--- config.mk ---
export PLATFORM = sky130hd
export DESIGN_NAME = evt_pair_tx
export DESIGN_NICKNAME = d
export VERILOG_FILES = /design/src/rtl/evt_pair_pkg.sv /design/src/rtl/evt_msg_pack.sv /design/src/rtl/evt_baud_div.sv /design/src/rtl/evt_frame_shift.sv /design/src/rtl/evt_pair_tx.sv
export SDC_FILE = /design/constraint.sdc
export NUM_CORES = 1
export LEC_CHECK = 0
export BUFFER_PORTS_ARGS = -buffer_cell sky130_fd_sc_hd__buf_2
export CORE_MARGIN = 1.5
export CORE_UTILIZATION = 55
export CTS_BUF_LIST = sky130_fd_sc_hd__clkbuf_4 sky130_fd_sc_hd__clkbuf_8 sky130_fd_sc_hd__clkbuf_16
export DETAILED_ROUTE_END_ITERATION = 8
export HOLD_SLACK_MARGIN = 0.12
export PLACE_DENSITY = 0.86
export RECOVER_POWER = 100
export SLEW_MARGIN = 40
export SYNTH_ARGS = -nofsm -noshare
export SYNTH_HDL_FRONTEND = slang
export SYNTH_SLANG_ARGS = --single-unit
export TNS_END_PERCENT = 100
--- constraint.sdc ---
create_clock -name clk -period 1.9 [get_ports clk]
set_input_delay 0.285 -clock clk [delete_from_list [all_inputs] [get_ports clk]]
set_output_delay 0.285 -clock clk [all_outputs]
set_load 0.02 [all_outputs]
--- src/rtl/evt_pair_pkg.sv ---
package evt_pair_pkg;

  localparam int BYTE_W = 8;
  localparam int MSG_W  = 2 * BYTE_W;

  // High-byte flag positions
  localparam int HI_PARITY = 0;
  localparam int HI_ERR    = 1;
  localparam int HI_PPS    = 2;
  localparam int HI_LEVEL  = 6;
  localparam int HI_TYPE   = 7;

  typedef struct packed {
    logic              is_rst;
    logic              rst_level;
    logic [BYTE_W-1:0] data;
    logic              parity;
    logic              err;
    logic              pps;
  } evt_t;

endpackage

--- src/rtl/evt_msg_pack.sv ---
module evt_msg_pack
  import evt_pair_pkg::*;
(
  input  evt_t             evt,
  output logic [MSG_W-1:0] msg
);

  logic [BYTE_W-1:0] lo_byte;
  logic [BYTE_W-1:0] hi_byte;

  always_comb begin
    hi_byte = '0;
    lo_byte = '0;
    hi_byte[HI_TYPE] = evt.is_rst;
    if (evt.is_rst) begin
      hi_byte[HI_LEVEL] = evt.rst_level;
    end else begin
      hi_byte[HI_LEVEL]  = 1'b1;
      hi_byte[HI_PARITY] = evt.parity;
      hi_byte[HI_ERR]    = evt.err;
      hi_byte[HI_PPS]    = evt.pps;
      lo_byte            = evt.data;
    end
    msg = {hi_byte, lo_byte};
  end

endmodule

--- src/rtl/evt_baud_div.sv ---
module evt_baud_div #(
  parameter int CLKS_PER_BIT = 16,
  localparam int CNT_W = (CLKS_PER_BIT > 2) ? $clog2(CLKS_PER_BIT) : 1
) (
  input  logic clk,
  input  logic rst_n,
  input  logic run,
  input  logic restart,
  output logic tick
);

  logic [CNT_W-1:0] cnt_q;
  localparam logic [CNT_W-1:0] CNT_MAX = CNT_W'(CLKS_PER_BIT - 1);

  assign tick = run && (cnt_q == CNT_MAX);

  always_ff @(posedge clk) begin
    if (!rst_n) begin
      cnt_q <= '0;
    end else if (restart || !run) begin
      cnt_q <= '0;
    end else if (tick) begin
      cnt_q <= '0;
    end else begin
      cnt_q <= cnt_q + 1'b1;
    end
  end


  cnt_in_range_chk: assert property (@(posedge clk) disable iff (!rst_n)
    cnt_q <= CNT_MAX);


  cnt_idle_zero_chk: assert property (@(posedge clk) disable iff (!rst_n)
    !run |=> cnt_q == '0);

endmodule

--- src/rtl/evt_frame_shift.sv ---
module evt_frame_shift
  import evt_pair_pkg::*;
(
  input  logic             clk,
  input  logic             rst_n,
  input  logic             load,
  input  logic [MSG_W-1:0] msg,
  input  logic             tick,
  output logic             txd,
  output logic             busy,
  output logic             last_bit
);

  localparam int SLOT_W  = BYTE_W + 2;
  localparam int FRAME_W = 2 * SLOT_W;
  localparam int IDX_W   = $clog2(FRAME_W);
  localparam logic [IDX_W-1:0] IDX_LAST = IDX_W'(FRAME_W - 1);

  logic [FRAME_W-1:0] frame;
  logic [FRAME_W-1:0] shreg_q;
  logic [IDX_W-1:0]   idx_q;
  logic               busy_q;

  // Each byte slot: stop, byte, start (start at LSB side)
  genvar s;
  generate
    for (s = 0; s < 2; s++) begin : g_slot
      assign frame[s*SLOT_W]                   = 1'b0;
      assign frame[s*SLOT_W+1 +: BYTE_W]       = msg[s*BYTE_W +: BYTE_W];
      assign frame[s*SLOT_W+SLOT_W-1]          = 1'b1;
    end
  endgenerate

  assign busy     = busy_q;
  assign last_bit = busy_q && (idx_q == IDX_LAST);
  assign txd      = busy_q ? shreg_q[0] : 1'b1;

  always_ff @(posedge clk) begin
    if (!rst_n) begin
      shreg_q <= '1;
      idx_q   <= '0;
      busy_q  <= 1'b0;
    end else if (load) begin
      shreg_q <= frame;
      idx_q   <= '0;
      busy_q  <= 1'b1;
    end else if (tick) begin
      shreg_q <= {1'b1, shreg_q[FRAME_W-1:1]};
      if (idx_q == IDX_LAST) begin
        busy_q <= 1'b0;
        idx_q  <= '0;
      end else begin
        idx_q <= idx_q + 1'b1;
      end
    end
  end


  start_after_load_chk: assert property (@(posedge clk) disable iff (!rst_n)
    load |=> (busy && !txd));


  idle_high_chk: assert property (@(posedge clk) disable iff (!rst_n)
    !busy |-> txd);


  bit_hold_chk: assert property (@(posedge clk) disable iff (!rst_n)
    (busy && !tick && !load) |=> $stable(txd));


  frame_hold_chk: assert property (@(posedge clk) disable iff (!rst_n)
    (busy && !tick && !load) |=> $stable(shreg_q));


  frame_end_chk: assert property (@(posedge clk) disable iff (!rst_n)
    (last_bit && tick && !load) |=> (!busy && txd));

endmodule

--- src/rtl/evt_pair_tx.sv ---
module evt_pair_tx
  import evt_pair_pkg::*;
#(
  parameter int CLKS_PER_BIT = 16
) (
  input  logic              clk,
  input  logic              rst_n,
  input  logic              evt_valid,
  output logic              evt_ready,
  input  logic              evt_is_rst,
  input  logic              evt_rst_level,
  input  logic [BYTE_W-1:0] evt_data,
  input  logic              evt_parity,
  input  logic              evt_err,
  input  logic              evt_pps,
  output logic              txd
);

  evt_t             evt;
  logic [MSG_W-1:0] msg;
  logic             accept;
  logic             tick;
  logic             busy;
  logic             last_bit;

  assign evt = '{is_rst: evt_is_rst, rst_level: evt_rst_level, data: evt_data,
                 parity: evt_parity, err: evt_err, pps: evt_pps};

  assign evt_ready = !busy || (last_bit && tick);
  assign accept    = evt_valid && evt_ready;

  evt_msg_pack u_pack (
    .evt (evt),
    .msg (msg)
  );

  evt_baud_div #(.CLKS_PER_BIT(CLKS_PER_BIT)) u_div (
    .clk     (clk),
    .rst_n   (rst_n),
    .run     (busy),
    .restart (accept),
    .tick    (tick)
  );

  evt_frame_shift u_shift (
    .clk      (clk),
    .rst_n    (rst_n),
    .load     (accept),
    .msg      (msg),
    .tick     (tick),
    .txd      (txd),
    .busy     (busy),
    .last_bit (last_bit)
  );


  ready_drop_chk: assert property (@(posedge clk) disable iff (!rst_n)
    accept |=> !evt_ready);


  back_to_back_chk: assert property (@(posedge clk) disable iff (!rst_n)
    (accept && busy) |=> (busy && !txd));

endmodule

; ---- Word level (Yosys, flattened, before mapping)
; Cells that the tools add are included.
[word_totals]
rom_bits = 0
mem_bits_rw = 0
ff_bits = 29
word_cells = 32
mem_count = 0
latch_bits = 0
output_inout_bits = 2
[classes]
n_addsub = 2
n_bitwise = 1
shifts = 0
n_reduce_logical = 12
n_div = 0
n_mux = 10
eq_ne = 2
order_cmp = 0
n_mul = 0
[ops]
columns = operator, count
row1 = $mux W19, 2
row2 = $mux W8, 1
row3 = $add A5 B1 Y5 const B, 1
row4 = $eq A5 B5 Y1 const B, 1
row5 = $mux W1, 5
row6 = $mux W5, 1
row7 = $add A4 B1 Y4 const B, 1
row8 = $eq A4 B4 Y1 const B, 1
row9 = $logic_and A1 B1 Y1, 4
row10 = $reduce_bool A2 Y1, 2
row11 = $mux W3, 1
row12 = $reduce_or A3 Y1, 1
row13 = $logic_or A1 B1 Y1, 2
row14 = $reduce_and A2 Y1, 1
row15 = $reduce_or A2 Y1, 1
row16 = $logic_not A1 Y1, 1
row17 = $not A1 Y1, 1

; ---- Longest topological paths before layout
[logic_depth]
ltp_word = 7
depth_mapped = 6
depth_no_buf = 5

; ---- By module
; A second synthesis with hierarchy kept.
[unflattened]
cells_unflattened = 147
hier_area_um2 = 1532.7
[modules_own_cells]
columns = mod, cells_per_inst, n_inst, area_each_um2
row1 = evt_frame_shift, 110, 1, 1197.4
row2 = evt_baud_div, 16, 1, 158.9
row3 = evt_msg_pack, 18, 1, 157.7
row4 = evt_pair_tx, 3, 1, 18.8

; ---- Worst setup path after synthesis
; No wires, ideal clock.
[synth_path]
path_kind = register -> register
from = reg u_div.cnt_q[0]
to = reg u_shift.shreg_q[13]
required_ns = 1.753
period_less_slack_ns = 1.531
path_slack_ns = 0.369
t_arrival_ns = 1.384
path_stages_with_launch = 7
path_buffers = 1
cell_sequence = dfxtp_1 > ha_1 > nand4_2 > nand3_2 > buf_2 > o221ai_1 > o211ai_2
[synth_between]
elab_chain_cells = 6
word_cells_on_any_way = 7
cone_classes = eq/ne (1) / mux (1) / reduce/logical (5)
[synth_lines]
columns = element, line_no
row1 = from (decl), evt_baud_div.sv:12  ; logic [CNT_W-1:0] cnt_q;
row2 = from (signal assigned), evt_baud_div.sv:25  ; cnt_q <= cnt_q + 1'b1;
row3 = $eq A4 B4 Y1 (*), evt_baud_div.sv:15  ; assign tick = run && (cnt_q == CNT_MAX);
row4 = $logic_and A1 B1 Y1 (*), evt_baud_div.sv:15
row5 = $logic_and A1 B1 Y1, evt_pair_tx.sv:29  ; assign evt_ready = !busy || (last_bit && tick);
row6 = $logic_or A1 B1 Y1, evt_pair_tx.sv:29
row7 = $logic_and A1 B1 Y1, evt_pair_tx.sv:30  ; assign accept = evt_valid && evt_ready;
row8 = $mux W19 / $reduce_bool A2 Y1 (equally long branches), --
row9 = to (signal assigned), evt_frame_shift.sv:44  ; shreg_q <= frame;
row10 = to (signal assigned), evt_frame_shift.sv:48  ; shreg_q <= {1'b1, shreg_q[FRAME_W-1:1]};
row11 = to (decl), evt_frame_shift.sv:20  ; logic [FRAME_W-1:0] shreg_q;
; Mark *: on every way between the ends. The rest lies on a longest branch, timed or not.
; A chain may end at the register's enable or synchronous reset.

; ---- Worst setup path in the final report
[layout_path]
from = reg u_shift.idx_q[0]
to = out evt_ready
[layout_between]
elab_chain_cells = 4
[layout_lines]
columns = element, line_no
row1 = from (decl), evt_frame_shift.sv:21  ; logic [IDX_W-1:0] idx_q;
row2 = from (signal assigned), evt_frame_shift.sv:53  ; idx_q <= idx_q + 1'b1;
row3 = $eq A5 B5 Y1, evt_frame_shift.sv:35  ; assign last_bit = busy_q && (idx_q == IDX_LAST);
row4 = $logic_and A1 B1 Y1, evt_frame_shift.sv:35
row5 = $logic_and A1 B1 Y1, evt_pair_tx.sv:29
row6 = $logic_or A1 B1 Y1, evt_pair_tx.sv:29
row7 = to (decl), evt_pair_tx.sv:9  ; output logic evt_ready,
; No other way between the ends.

==> key figures <==
Synth
  • Share of the synthesized area in the top cell type: 0.432
  • Synth area leaders: dfxtp_1 (43%), o211ai_2 (8.4%), o221ai_1 (5.9%), mux2i_1 (4.5%), o21ai_0 (4.1%)
  • Register area share after synthesis: 0.432
  • Post-Syn Area: 1340 um^2
  • Area leader, netlist: dfxtp_1
  • Flops & latches, synth: 29
  • Net Count, Synth: 155
  • Ys async rst share: 0
  • Yosys synthesis warning count: 0
  • Synth Instances: 137
  • Top FF cell, synth: dfxtp_1
  • Number of synthesized flops with an enable pin: 0
  • Avg Inst Size Synth: 9.80 um^2
  • Synth unique cells: 39

STA
  • F_max: 546 MHz
  • Final WS setup: 0.0676 ns
  • Final Hold Viols: 0
  • Worst slew margin: 0.734
  • Min Clock Period, post-route: 1.83 ns
  • Final Skew: 0.00957 ns
  • Slew @ Worst Pin: 0.399 ns
  • Setup tns final: 0 ns
  • RSZ-0062 raised after global routing: no
  • Max-slew violations: 0
  • Setup violators final: 0
  • Tcrit/Tclk final: 0.964

Global routing
  • Busiest grt layer: met2
  • First-pass GRT wire length: 4.47 mm
  • Largest net degree at the start of global routing: 23
  • Initial antenna violation count: 0
  • M2 GR Usage: 0.344
  • Total track usage: 0.229
  • Routing usage on met3: 0.0743
  • Vias in the first global route: 1043
  • Met1 usage: 0.276
  • GRT overflow: 0

Job
  • Maxcap violations: 0

Finish
  • ANT cells: 0
  • Area grow syn2layout: 11.2%
  • Share of layout cells above drive strength 1: 0.226
  • Most common cell after layout, fill and taps aside: dfxtp_1
  • Fill count: 203
  • Nets: 177
  • Commonest cells after routing, fill and taps aside: dfxtp_1 (29), buf_2 (16), o21ai_0 (15)

Setup path
  • Crit Path Max Fanout: 5
  • CP required: 1.62 ns
  • Worst Setup End Kind: output port
  • Worst EP arrival: 1.55 ns
  • R2R cell count: 6
  • Setup Crit Path Kind: register to output port
  • Worst setup SP type: register

Worst hold path
  • Hold Crit Depth: 2
  • HP Class: input pin to register

Clocking
  • Clk slew on worst S/H paths: 0.09 ns
  • Clk buf depth: 2
  • Post_cts resized: 0
  • Post-CTS Setup Inserts: 0
  • Clk sink count: 29
  • Hold buffer count at cts: 0
  • Root buffer cell: clkbuf_4
  • Total CTS buffers: 5
  • TritonCTS clock tree: yes
  • Insertion delay to the later sink of the worst-skew pair: 0.33 ns
  • H-tree levels: 2

Drt
  • Final wirelength: 2.83 mm
  • 1st-pass router iterations: 4
  • Initial detailed-routing violation count: 34
  • Vias/cell: 6.22
  • Vias: 1163
  • Post-DR wirelength/cell: 15.1 um
  • ANT nets after route: 0
  • DR DRC count: 0

Place
  • Final HPWL DP: 1.98 mm
  • Final GP Congestion: 0.808
  • Port buffer count: 17
  • Pre-CTS worst setup slack: 0.141 ns

Power
  • VDD IR-drop max: 604 uV
  • LEAKAGE: 0.000606 uW
  • Pwr dens: 786 nW/um^2

Floorplan
  • Row cnt: 17
  • Initial Util: 0.595
  • Ports: 18
  • Core Area: 2250 um^2
  • Die area: 2750 um^2
  • Die Y: 52.4 um
  • Die width: 52.4 um

Outcome
  • Status: finished clean
-- final cells by class --
type,instances,area [um^2],area share
Clock buffer,7,58.8,0.0394
Inverter,2,7.51,0.00503
Multi-Input combinational cell,98,689,0.462
Sequential cell,29,581,0.389
Tap cell,28,35.0,0.0235
Timing Repair Buffer,23,121,0.0813
-- worst max-delay path: stages (launching register included) --
cell and delay, ns:
dfxtp_1 0.34, ha_1 0.23, and4bb_2 0.28, a21bo_2 0.21, buf_2 0.16
-- Yosys cell counts (all sizes together) (3+ instances only) --
master,instances
nor3,4
nand4,3
nor2,4
nand2,10
dfxtp,29
o221ai,9
o211ai,9
nor2b,3
o21ai,18
nand3,3
a21oi,6
mux2i,6
buf,7
-- sequential cells by signal, indices dropped and copies added, names as in the netlist --
signal and count:
u_shift.shreg_q 19, u_div.cnt_q 4, u_shift.busy 1, u_shift.idx_q 5
-- kinds of logic (layout without fill, tap and decap cells) --
logic type	after synthesis	count (layout)	synth area share
AOI/OAI and AO/OA	48	48	0.274
and+or+nand+nor	40	40	0.177
DFF	29	29	0.432
buffers and inverters	10	32	0.0401
muxes	6	6	0.0447
adders and majority gates	2	2	0.0186
xor gates and xnor gates	2	2	0.0130
-- final timing paths --
check                                endpoint                        startpoint  slack (ns)
min          u_shift.shreg_q[11]$_SDFFE_PN1P_                        evt_parity        0.17
max reg2reg  u_shift.shreg_q[17]$_SDFFE_PN1P_         u_div.cnt_q[0]$_SDFF_PP0_        0.09
min reg2reg  u_shift.shreg_q[11]$_SDFFE_PN1P_  u_shift.shreg_q[12]$_SDFFE_PN1P_        0.49
max                                 evt_ready     u_shift.idx_q[0]$_SDFFE_PP0N_        0.07
-- per-layer routing --
layer / wire [um] / part of all wire
met3: 118 / 0.042
met4: 68 / 0.024
met1: 1290 / 0.45
met2: 1360 / 0.48
met5: 0 / 0
-- where the power goes --
part,switching (uW),internal (uW),total (uW),leakage [uW]
sequential,21.3,637,659,0.000239
clock,206,189,394,0.0000348
combinational,67.0,52.9,120,0.000332
total,294,879,1170,0.000606
-- through the flow --
step / total power, uW / hold WS [ns] / util / cell area, um^2 / std cells
final: 1170 / 0.174 / 0.662 / 1490 / 187
after global routing: 1220 / 0.168 / 0.662 / 1490 / 187
after CTS: 1190 / 0.176 / 0.674 / 1520 / 187
after detailed placement: 801 / 0.482 / 0.648 / 1460 / 180
after global placement: 792 / 0.461 / 0.648 / 1460 / 180
after floorplan: 759 / 0.411 / - / 1340 / 137
No activity file was read; power rests on OpenSTA's default activity.
